### config.mk
export PLATFORM = sky130hd
export DESIGN_NAME = slow_deglitcher
export DESIGN_NICKNAME = d
export VERILOG_FILES = /design/src/rtl/deglitch_pkg.sv /design/src/rtl/sample_enable_gen.sv /design/src/rtl/deglitch_channel.sv /design/src/rtl/slow_deglitcher.sv
export SDC_FILE = /design/constraint.sdc
export NUM_CORES = 1
export LEC_CHECK = 0
export BUFFER_PORTS_ARGS = -buffer_cell sky130_fd_sc_hd__buf_2
export CAP_MARGIN = 20
export CORE_AREA = 5 5 42 44
export CTS_CLUSTER_DIAMETER = 40
export CTS_CLUSTER_SIZE = 10
export DETAILED_ROUTE_END_ITERATION = 12
export DIE_AREA = 0 0 47 49
export PLACE_DENSITY_LB_ADDON = 0.25
export SYNTH_ARGS = -nofsm -noshare
export SYNTH_HDL_FRONTEND = slang
export SYNTH_SLANG_ARGS = --single-unit
### constraint.sdc
create_clock -name clk_rtc -period 2.1 [get_ports clk_rtc]
set_clock_uncertainty 0.05 [all_clocks]
set_input_delay 0.21 -clock clk_rtc [delete_from_list [all_inputs] [get_ports clk_rtc]]
set_output_delay 0.21 -clock clk_rtc [all_outputs]
set_load 0.1 [all_outputs]
### src/rtl/deglitch_pkg.sv
package deglitch_pkg;

  localparam int NUM_CHANNELS = 6;

  // Channel positions in the input and output vectors
  typedef enum int unsigned {
    CH_WAKE     = 0,
    CH_BATT_CHG = 1,
    CH_PWR_FAIL = 2,
    CH_USER_RST = 3,
    CH_MEDIA    = 4,
    CH_LOW_BATT = 5
  } chan_e;

  function automatic int cnt_width(input int div);
    return (div > 2) ? $clog2(div) : 1;
  endfunction

endpackage

### src/rtl/sample_enable_gen.sv
module sample_enable_gen #(
  parameter int DIV = 2
) (
  input  logic clk,
  input  logic rst,
  output logic stb
);
  localparam int CW = deglitch_pkg::cnt_width(DIV);
  localparam logic [CW-1:0] LAST = CW'(DIV - 1);
  localparam logic [CW-1:0] PRE  = CW'(DIV - 2);

  logic [CW-1:0] cnt_q;

  always_ff @(posedge clk) begin
    if (rst) begin
      cnt_q <= '0;
      stb   <= 1'b0;
    end else begin
      cnt_q <= (cnt_q == LAST) ? '0 : cnt_q + 1'b1;
      stb   <= (cnt_q == PRE);
    end
  end

endmodule

### src/rtl/deglitch_channel.sv
module deglitch_channel #(
  parameter int STAGES = 2
) (
  input  logic clk,
  input  logic rst,
  input  logic en,
  input  logic din,
  output logic dout
);
  localparam int HW = STAGES - 1;

  logic [HW-1:0] hist_q;
  logic [HW-1:0] hist_d;

  generate
    if (HW == 1) begin : g_single
      assign hist_d = din;
    end else begin : g_shift
      assign hist_d = {hist_q[HW-2:0], din};
    end
  endgenerate

  always_ff @(posedge clk) begin
    if (rst) begin
      hist_q <= '0;
      dout   <= 1'b0;
    end else if (en) begin
      hist_q <= hist_d;
      dout   <= din & (&hist_q);
    end
  end

endmodule

### src/rtl/slow_deglitcher.sv
module slow_deglitcher #(
  parameter int NUM_CH = deglitch_pkg::NUM_CHANNELS,
  parameter int DIV    = 2,
  parameter int STAGES = 2
) (
  input  logic              clk_rtc,
  input  logic              rst,
  input  logic [NUM_CH-1:0] raw_in,
  output logic              sample_stb,
  output logic [NUM_CH-1:0] clean_out
);

  sample_enable_gen #(.DIV(DIV)) u_stb (
    .clk (clk_rtc),
    .rst (rst),
    .stb (sample_stb)
  );

  generate
    for (genvar i = 0; i < NUM_CH; i++) begin : g_ch
      deglitch_channel #(.STAGES(STAGES)) u_ch (
        .clk  (clk_rtc),
        .rst  (rst),
        .en   (sample_stb),
        .din  (raw_in[i]),
        .dout (clean_out[i])
      );
    end
  endgenerate

endmodule

==> metrics.md, run 1 <==
| Metric | Value |
|---|---|
| CP max stage delay | `420 ps` |
| H-tree depth | `1` |
| DP Worst Slack | `between 1000 and 1500 ps` |
| Global Route Usage Sum | `8.07%` |
| Internal | `0.363 mW` |
| Synth top area cells | `dfxtp_1 50%, mux2i_1 11%, buf_4 8.1%` |
| Final worst slack | `about 820 ps` |
| CTS Buf Count | `3` |
| GP Congestion | `0.656` |
| Critical path class | `reg2out` |
| Synth Instances | `55` |
| Die height | `slightly below 50 um` |
| Cell family with the largest share of critical-path delay | `buffers and inverters` |
| Avg WL per Cell | `just under 10 um` |
| Clock Latency Late Sink | `between 200 and 300 ps` |
| Final Non-Filler Cells | `80` |
| Top cell type's share of synthesized area | `50.2%` |
| Hold Fails Final Rpt | `0` |
| Antenna diode count | `0` |
| 1st-pass router iterations | `2` |
| Tmin final | `about 1300 ps` |
| Root Buffer | `clkbuf_4` |
| Leak pwr | `0.255 nW` |
| Die W | `47 um` |
| Fillers | `~160` |
| Vias per inst | `approximately 4.5` |
| Clock-pin slew on the worst setup and hold paths | `about 70 ps` |
| First-pass GRT wire length | `approximately 1.3 mm` |
| Max VDD drop | `589 uV` |
| Combinational Power Share | `between 10% and 20%` |
| RSZ-0062 raised after global routing | `no` |
| Register area | `280 um^2` |
| Buf/Inv on CP | `1` |
| CP max FO | `2` |
| Worst Setup End Kind | `primary output` |
| Hold WC Path Type | `in2reg` |
| Routed via count | `~360` |
| Psw | `about 0.12 mW` |
| # nets final | `74` |
| Max frequency | `between 700 and 800 MHz` |
| CTS sink count | `14` |
| Yosys reg bits | `14` |
| Mapped Nets | `63` |
| GRT overflow | `0` |
| Slowest CP cell | `buf_2` |
| Placed cell count | `77` |
| Post-CTS Setup Bufs | `0` |
| Slew HR | `about 68%` |
| Core area | `1400 um^2` |
| Crit start category | `flop` |
| Crit path arrival time | `1020 ps` |
| Setup TNS | `0 ps` |
| Vias in the first global route | `306` |
| Placed Area | `roughly 570 um^2` |
| Clock tree buffer depth | `2` |
| Synth Cell Area | `558 um^2` |
| Multi-input logic area | `roughly 200 um^2` |
| Clock Power Share | `between 20% and 30%` |
| Status | `completed` |
| Post-Layout Inst Area | `between 500 and 600 um^2` |
| Unique cell type count in the Yosys netlist | `12` |
| Layout cells sized above 1 | `a little under a third` |
| WHS | `around 140 ps` |
| Initial antenna violation count | `0` |
| # rows | `14` |
| Gates resized, CTS repair | `0` |
| Max-cap violations | `0` |
| Area grow syn2layout | `6.95%` |
| Cell Chain, Critical Path | `buf_2` |
| Die area | `between 2000 and 2500 um^2` |
| Final Max Tran Viols | `0` |
| Largest net degree at the start of global routing | `19` |
| Most frequent cells in the layout | `14 x dfxtp_1, 14 x buf_2, 8 x nor2_1` |
| Initial Util | `around two fifths` |
| Final setup violation count | `0` |
| TritonCTS clock tree | `yes` |
| IO buf count | `14` |
| Post-route ant nets | `0` |
| Required time of the critical path | `approximately 1800 ps` |
| 1st-iter DRT viols | `1` |
| Drt total wl | `approximately 790 um` |
| Worst-margin pin slew | `485 ps` |
| PD cells | `approximately 820 nW/um^2` |
| Crit share post-route | `roughly 61%` |
| Residual DRC count | `0` |
| Sequential share of power | `~58%` |
| I/O Pins | `15` |
| Hold_buf cts | `0` |
| Sequential area share after synthesis | `50.2%` |
| Switching share of total power | `between 20% and 30%` |
| Syn. warnings | `0` |
| Largest area contributor in the netlist | `dfxtp_1` |
| Post-synthesis average cell area | `around 10 um^2` |
-- per-layer routing --
metal / routed length [um] / track usage [%]
met5: 0 / 0
met4: 12 / 4.15
met3: 79 / 5.54
met2: 306 / 9.50
met1: 388 / 10.7
-- stage by stage --
stage	power, mW	util, %
finish	0.487	42.6
CTS	0.496	42.6
global route	0.513	42.6
global placement	0.352	41.0
floorplan	0.346	-
detailed placement	0.353	41.0
-- synthesized netlist by cell type --
library cell	count
a21oi_1	5
a21oi_2	1
buf_12	1
buf_2	1
buf_4	6
buf_6	1
dfxtp_1	14
mux2i_1	6
nand2b_1	6
nand3_1	5
nand3_2	1
nor2_1	8
-- cells by family after synthesis --
kind of cell	share of synthesized area, %
AO/OA/AOI/OAI	6.05
AND/OR/NAND/NOR	18.4
buffers and inverters	14.6
multiplexers	10.8
flip-flops	50.2
-- registers in the layout (all words and copies together) (netlist names) --
| signal | cells |
|---|---|
| g_ch.u_ch.hist_q | 6 |
| g_ch.u_ch.dout | 6 |
| u_stb.stb | 1 |
| u_stb.cnt_q | 1 |
-- final timing paths --
path | start | end | slack (ps) | depth (start not counted)
worst max-delay path | u_stb.stb$_SDFF_PP0_ | sample_stb | 820 | 1
worst min-delay path | raw_in[4] | g_ch[4].u_ch.hist_q$_SDFFE_PP0P_ | 140 | 3
worst max register to register | u_stb.stb$_SDFF_PP0_ | g_ch[2].u_ch.hist_q$_SDFFE_PP0P_ | 1110 | 3
worst min register to register | u_stb.cnt_q$_SDFF_PP0_ | u_stb.cnt_q$_SDFF_PP0_ | 370 | 1
-- power by group through the flow --
| stage | combinational [mW] | sequential (mW) | clock, mW |
|---|---|---|---|
| 2_1_floorplan | 0.0486 | 0.297 | 0 |
| 3_3_place_gp | 0.0642 | 0.288 | 0 |
| 3_5_place_dp | 0.0648 | 0.288 | 0 |
| 4_1_cts | 0.0646 | 0.282 | 0.150 |
| 5_1_grt | 0.0691 | 0.284 | 0.160 |
| 6_report | 0.0638 | 0.282 | 0.141 |
-- final cells by class --
type / count / area share (%)
flip-flops and latches: 14 / 47.0
well taps: 16 / 3.35
repair buffers: 15 / 13.0
multi-input cells: 32 / 32.9
clock buffers: 3 / 3.77
Note: power is estimated with default switching activity, not from simulation.
==> run 2, diff against run 1 <==
Settings changed: ABC_AREA set to 1.
Clock period 2.1 ns to 1.12 ns, I/O delays scaled along.
==> metrics.md, run 2 <==
| Metric | Value |
|---|---|
| Top Registers | `g_ch.u_ch.dout (6), g_ch.u_ch.hist_q (6)` |
| Cell Chain, Critical Path | `buf_12` |
| Most frequent cell after synthesis | `nand2_1` |
| Slowest CP cell | `dfxtp_1` |
| Antenna diode count | `0 (unchanged)` |
| GP Congestion | `0.672 (+2.4%)` |
| Slew HR | `83.3% (+15 points)` |
| Clock-pin slew on the worst setup and hold paths | `80 ps (about the same)` |
| Die area | `2300 um^2 (unchanged)` |
| Initial Util | `37.5% (-2.3 points)` |
| Leak pwr | `0.262 nW (+2.7%)` |
| I/O Pins | `15 (unchanged)` |
| Hold Fails Final Rpt | `0 (unchanged)` |
| Cell family with the largest share of critical-path delay | `flip-flops` |
| CP max FO | `2 (unchanged)` |
| Vias per inst | `4.50 (+0.56%)` |
| Residual DRC count | `0 (unchanged)` |
| CTS Buf Count | `3 (unchanged)` |
| Post-synthesis average cell area | `8.48 um^2 (-16%)` |
| IO buf count | `14 (unchanged)` |
| Clock tree buffer depth | `2 (unchanged)` |
| # rows | `14 (unchanged)` |
| Post-route ant nets | `0 (unchanged)` |
| Required time of the critical path | `960 ps (-880 ps)` |
| Core area | `1400 um^2 (unchanged)` |
| Syn. warnings | `0 (unchanged)` |
| Crit start category | `flop` |
| Max frequency | `993 MHz` |
| Final setup violation count | `0 (unchanged)` |
| RSZ-0062 raised after global routing | `no` |
| Clock Latency Late Sink | `280 ps (about the same)` |
| Vias in the first global route | `354 (+16%)` |
| 1st-pass router iterations | `2 (unchanged)` |
| Drt total wl | `844 um (+7.4%)` |
| Most common library cells after synthesis | `18 x nand2_1, 14 x dfxtp_1, 11 x a21oi_1` |
| Synth async-reset ratio | `0% (unchanged)` |
| Mapped Nets | `70 (+11%)` |
| Worst-margin pin slew | `250 ps (-234 ps)` |
| Fin util | `48.9% (+6.3 points)` |
| Synth Flop Type | `dfxtp_1` |
| Initial antenna violation count | `0 (unchanged)` |
| First-pass GRT wire length | `1.43 mm (+9.5%)` |
| Largest area contributor in the netlist | `dfxtp_1` |
| EDFF count, synth | `0 (unchanged)` |
| Status | `completed` |
| GRT overflow | `0 (unchanged)` |
| Routed via count | `396 (+11%)` |
| 1st-iter DRT viols | `7 (+6)` |
| Die W | `47 um (unchanged)` |
| Most frequent cells in the layout | `18 x nand2_1, 13 x dfxtp_1, 11 x a21oi_1` |
| Commonest non-fill, non-tap cell in the layout | `nand2_1` |
| Synth top area cells | `dfxtp_1 53%, nand2_1 13%, a21oi_1 10%` |
| Max-cap violations | `0 (unchanged)` |
| H-tree depth | `1 (unchanged)` |
| Die height | `49 um (unchanged)` |
| Root Buffer | `clkbuf_4` |
| Sequential area share after synthesis | `53.3% (+3.1 points)` |
| Synth Instances | `62 (+13%)` |
| Unique cell type count in the Yosys netlist | `10 (-2)` |
| Yosys reg bits | `14 (unchanged)` |
| Hold WC Path Type | `in2reg` |
| Buf/Inv on CP | `1 (unchanged)` |
| Top cell type's share of synthesized area | `53.3% (+3.1 points)` |
| Area grow syn2layout | `30.5%` |
| Gates resized, CTS repair | `0 (unchanged)` |
| Global Route Usage Sum | `9.01% (+0.93 points)` |
| Crit share post-route | `between 80% and 90%` |
| TritonCTS clock tree | `yes` |
| Crit path arrival time | `840 ps (-180 ps)` |
| Max VDD drop | `850 uV (+44%)` |
| CTS sink count | `14 (unchanged)` |
| Synth Cell Area | `526 um^2 (-5.8%)` |
| CP max stage delay | `380 ps (-40 ps)` |
| Largest net degree at the start of global routing | `15 (-4)` |
| Tmin final | `approximately 1000 ps` |
| PD cells | `1380 nW/um^2 (+69%)` |
| # nets final | `81 (+9.5%)` |
| Layout cells sized above 1 | `29.2% (-2.1 points)` |
| Critical path class | `reg2out` |
| Worst Setup End Kind | `primary output` |
| Avg WL per Cell | `9.59 um (-2.4%)` |
| Setup TNS | `0 ps (unchanged)` |
| Final Max Tran Viols | `0 (unchanged)` |
## run 2: changes by cell type in the layout (fill, tap and decap cells not counted), moves of 6 or more
cell,previous run,this run
nand2b_1,6,0
nor2_1,8,2
buf_12,0,7
nand2_1,0,18
a21oi_1,5,11
buf_2,14,7
mux2i_1,6,0
## run 2: cell families after synthesis
| logic type | Yosys count | synth area share, % |
|---|---|---|
| AO/OA/AOI/OAI | 12 | 12.1 |
| buffers and inverters | 10 | 14.5 |
| flip-flops | 14 | 53.3 |
| AND/OR/NAND/NOR | 26 | 20.0 |
## run 2: metal layers
| layer | GRT usage, % | part of all wire (%) |
|---|---|---|
| met1 | 9.21 | 44 |
| met2 | 13.3 | 49 |
| met3 | 3.32 | 4.7 |
| met4 | 8.29 | 2.8 |
| met5 | 0 | 0 |
## run 2: final timing paths
check	start	to	slack [ps]	cells past startpoint
setup reg to reg	u_stb.stb$_SDFF_PP0_	g_ch[2].u_ch.dout$_SDFFE_PP0P_	250	3
hold / removal	raw_in[1]	g_ch[1].u_ch.hist_q$_SDFFE_PP0P_	30	3
hold reg to reg	u_stb.cnt_q$_SDFF_PP0_	u_stb.stb$_SDFF_PP0_	350	1
setup / recovery	g_ch[1].u_ch.dout$_SDFFE_PP0P_	clean_out[1]	110	1
## run 2: report_power, final
| part | internal (mW) | switching (mW) | total [mW] |
|---|---|---|---|
| logic | 0.0460 | 0.0813 | 0.127 |
| clock network | 0.138 | 0.150 | 0.288 |
| registers | 0.517 | 0.0129 | 0.530 |
## run 2: final cells by class
type | count | area [um^2]
Fill cell | 139 | 716
Inverter | 1 | 3.75
Clock buffer | 4 | 26.3
Timing Repair Buffer | 15 | 183
Tap cell | 16 | 20.0
Sequential cell | 14 | 284
Multi-Input combinational cell | 38 | 169
## run 2: worst register-to-register path: cells and delay by family (launching register included)
kind	cells	cell delay (ps)
flops	1	370
buf+inv	1	170
compound gates	1	120
simple gates	1	90
## run 2: timing repair
item	CTS	global route
setup endpoints to repair	0	1
buffers inserted	0	1
hold buffers	0	0
## run 2: through the flow
stage / worst slack [ps] / power [mW] / hold WS (ps) / instance area [um^2] / cells
finish: 113 / 0.946 / 34.3 / 686 / 88
detailed placement: 222 / 0.667 / 331 / 652 / 83
global placement: 237 / 0.666 / 326 / 652 / 83
CTS: 16.8 / 0.968 / 20.3 / 678 / 87
floorplan: 95.2 / 0.632 / 131 / 529 / 62
global route: 57.1 / 1.01 / 15.8 / 686 / 88
==> run 3, diff against run 2 <==
Clock period 1.12 ns to 1.3 ns, I/O delays scaled along.
==> metrics.md, run 3 (same netlist as run 2, synthesis figures left out) <==
| Metric | Value |
|---|---|
| 1st-pass router iterations | `4 (+2)` |
| Status | `completed` |
| Tmin final | `roughly 1200 ps` |
| I/O Pins | `15 (unchanged)` |
| Final worst slack | `90.0 ps (-23.3 ps)` |
| Clock tree buffer depth | `2 (unchanged)` |
| Die area | `2300 um^2 (unchanged)` |
| CTS Buf Count | `3 (unchanged)` |
| Global Route Usage Sum | `7.94% (-1.1 points)` |
| Max-cap violations | `0 (unchanged)` |
| Area grow syn2layout | `13.3%` |
| Residual DRC count | `0 (unchanged)` |
| DP Worst Slack | `322 ps (+101 ps)` |
| Tot Pwr | `0.858 mW (-9.3%)` |
| TritonCTS clock tree | `yes` |
| Crit path arrival time | `1030 ps (+190 ps)` |
| Cell Chain, Critical Path | `buf_2` |
| Final Max Tran Viols | `0 (unchanged)` |
| First-pass GRT wire length | `1.36 mm (-4.8%)` |
| Worst Setup End Kind | `primary output` |
| Most frequent cells in the layout | `18 x nand2_1, 13 x dfxtp_1, 13 x buf_2` |
| CP max FO | `2 (unchanged)` |
| Core area | `1400 um^2 (unchanged)` |
| RSZ-0062 raised after global routing | `no` |
| # nets final | `80 (-1.2%)` |
| Clock-pin slew on the worst setup and hold paths | `90 ps (about the same)` |
| Vias per inst | `4.46 (-0.89%)` |
| CP max stage delay | `420 ps (+40 ps)` |
| 1st-iter DRT viols | `9 (+2)` |
| Largest net degree at the start of global routing | `15 (unchanged)` |
| Worst-margin pin slew | `485 ps (+235 ps)` |
| Layout cells sized above 1 | `29.6% (+0.41 points)` |
| Post-route ant nets | `0 (unchanged)` |
| Drt total wl | `851 um (+0.83%)` |
| Slowest CP cell | `buf_2` |
| Crit start category | `flop` |
| Clock Latency Late Sink | `270 ps (about the same)` |
| Initial Util | `37.5% (unchanged)` |
| Required time of the critical path | `1120 ps (+160 ps)` |
| Max VDD drop | `650 uV (-24%)` |
| Hold Fails Final Rpt | `0 (unchanged)` |
| Root Buffer | `clkbuf_4` |
| Die W | `47 um (unchanged)` |
| Critical path class | `reg2out` |
| Gates resized, CTS repair | `0 (unchanged)` |
| Buf/Inv on CP | `1 (unchanged)` |
| Top Registers | `g_ch.u_ch.dout (6), g_ch.u_ch.hist_q (6)` |
| CTS sink count | `14 (unchanged)` |
| Post-CTS Setup Bufs | `0 (unchanged)` |
| Hold WC Path Type | `in2reg` |
| Hold_buf cts | `0 (unchanged)` |
| Final setup violation count | `0 (unchanged)` |
| PD cells | `1440 nW/um^2 (+4.4%)` |
| IO buf count | `14 (unchanged)` |
| Leak pwr | `0.247 nW (-5.7%)` |
| GP Congestion | `0.670 (-0.33%)` |
| Routed via count | `388 (-2.0%)` |
| Setup TNS | `0 ps (unchanged)` |
| Crit share post-route | `about 93%` |
| Avg WL per Cell | `9.78 um (+2.0%)` |
| Initial antenna violation count | `0 (unchanged)` |
| Commonest non-fill, non-tap cell in the layout | `nand2_1` |
| Slew HR | `67.9% (-15 points)` |
| DP Wirelength | `603 um` |
| Worst R2R Setup Slack | `310 ps (+60 ps)` |
| Antenna diode count | `0 (unchanged)` |
| GRT overflow | `0 (unchanged)` |
| # rows | `14 (unchanged)` |
| Max frequency | `about 830 MHz` |
| H-tree depth | `1 (unchanged)` |
| Cell family with the largest share of critical-path delay | `buffers and inverters` |
| Fin util | `42.5% (-6.4 points)` |
| Die height | `49 um (unchanged)` |
| Vias in the first global route | `325 (-8.2%)` |
-- run 3: per-layer routing --
metal,vias to the layer above,GRT usage [%],part of all wire [%]
li1,214,-,-
met1,170,10.1,45
met2,4,11.8,51
met3,0,2.21,4.7
met4,0,4.15,0
met5,-,0,0
-- run 3: report_power, final --
group	switching, mW	internal, mW	total [mW]
clock network	0.132	0.170	0.302
logic	0.0645	0.0285	0.0930
registers	0.0158	0.447	0.462
-- run 3: final cells by class --
class | count | area (um^2)
clock buffer | 4 | 36.3
timing repair buffer | 14 | 85.1
multi-input combinational | 38 | 169
sequential | 14 | 282
fill | 152 | 806
tap | 16 | 20.0
inverter | 1 | 3.75
-- run 3: stage by stage --
step / hold WS, ps / instance area, um^2 / instances
after floorplan: 149 / 527 / 62
final: 65.0 / 596 / 87
after global placement: 334 / 559 / 83
after detailed placement: 337 / 559 / 83
after CTS: 59.0 / 596 / 87
after global routing: 54.7 / 596 / 87
-- run 3: tightest hold or removal path: stages --
cell     delay (ps)
buf_2           100
nand2_1          60
a21oi_1          60
-- run 3: path summary, 6_finish.rpt --
check / endpoint / start / cells after the start
min: g_ch[1].u_ch.hist_q$_SDFFE_PP0P_ / raw_in[1] / 3
max: clean_out[1] / g_ch[1].u_ch.dout$_SDFFE_PP0P_ / 1
min reg2reg: u_stb.stb$_SDFF_PP0_ / u_stb.cnt_q$_SDFF_PP0_ / 1
max reg2reg: g_ch[4].u_ch.hist_q$_SDFFE_PP0P_ / u_stb.stb$_SDFF_PP0_ / 3
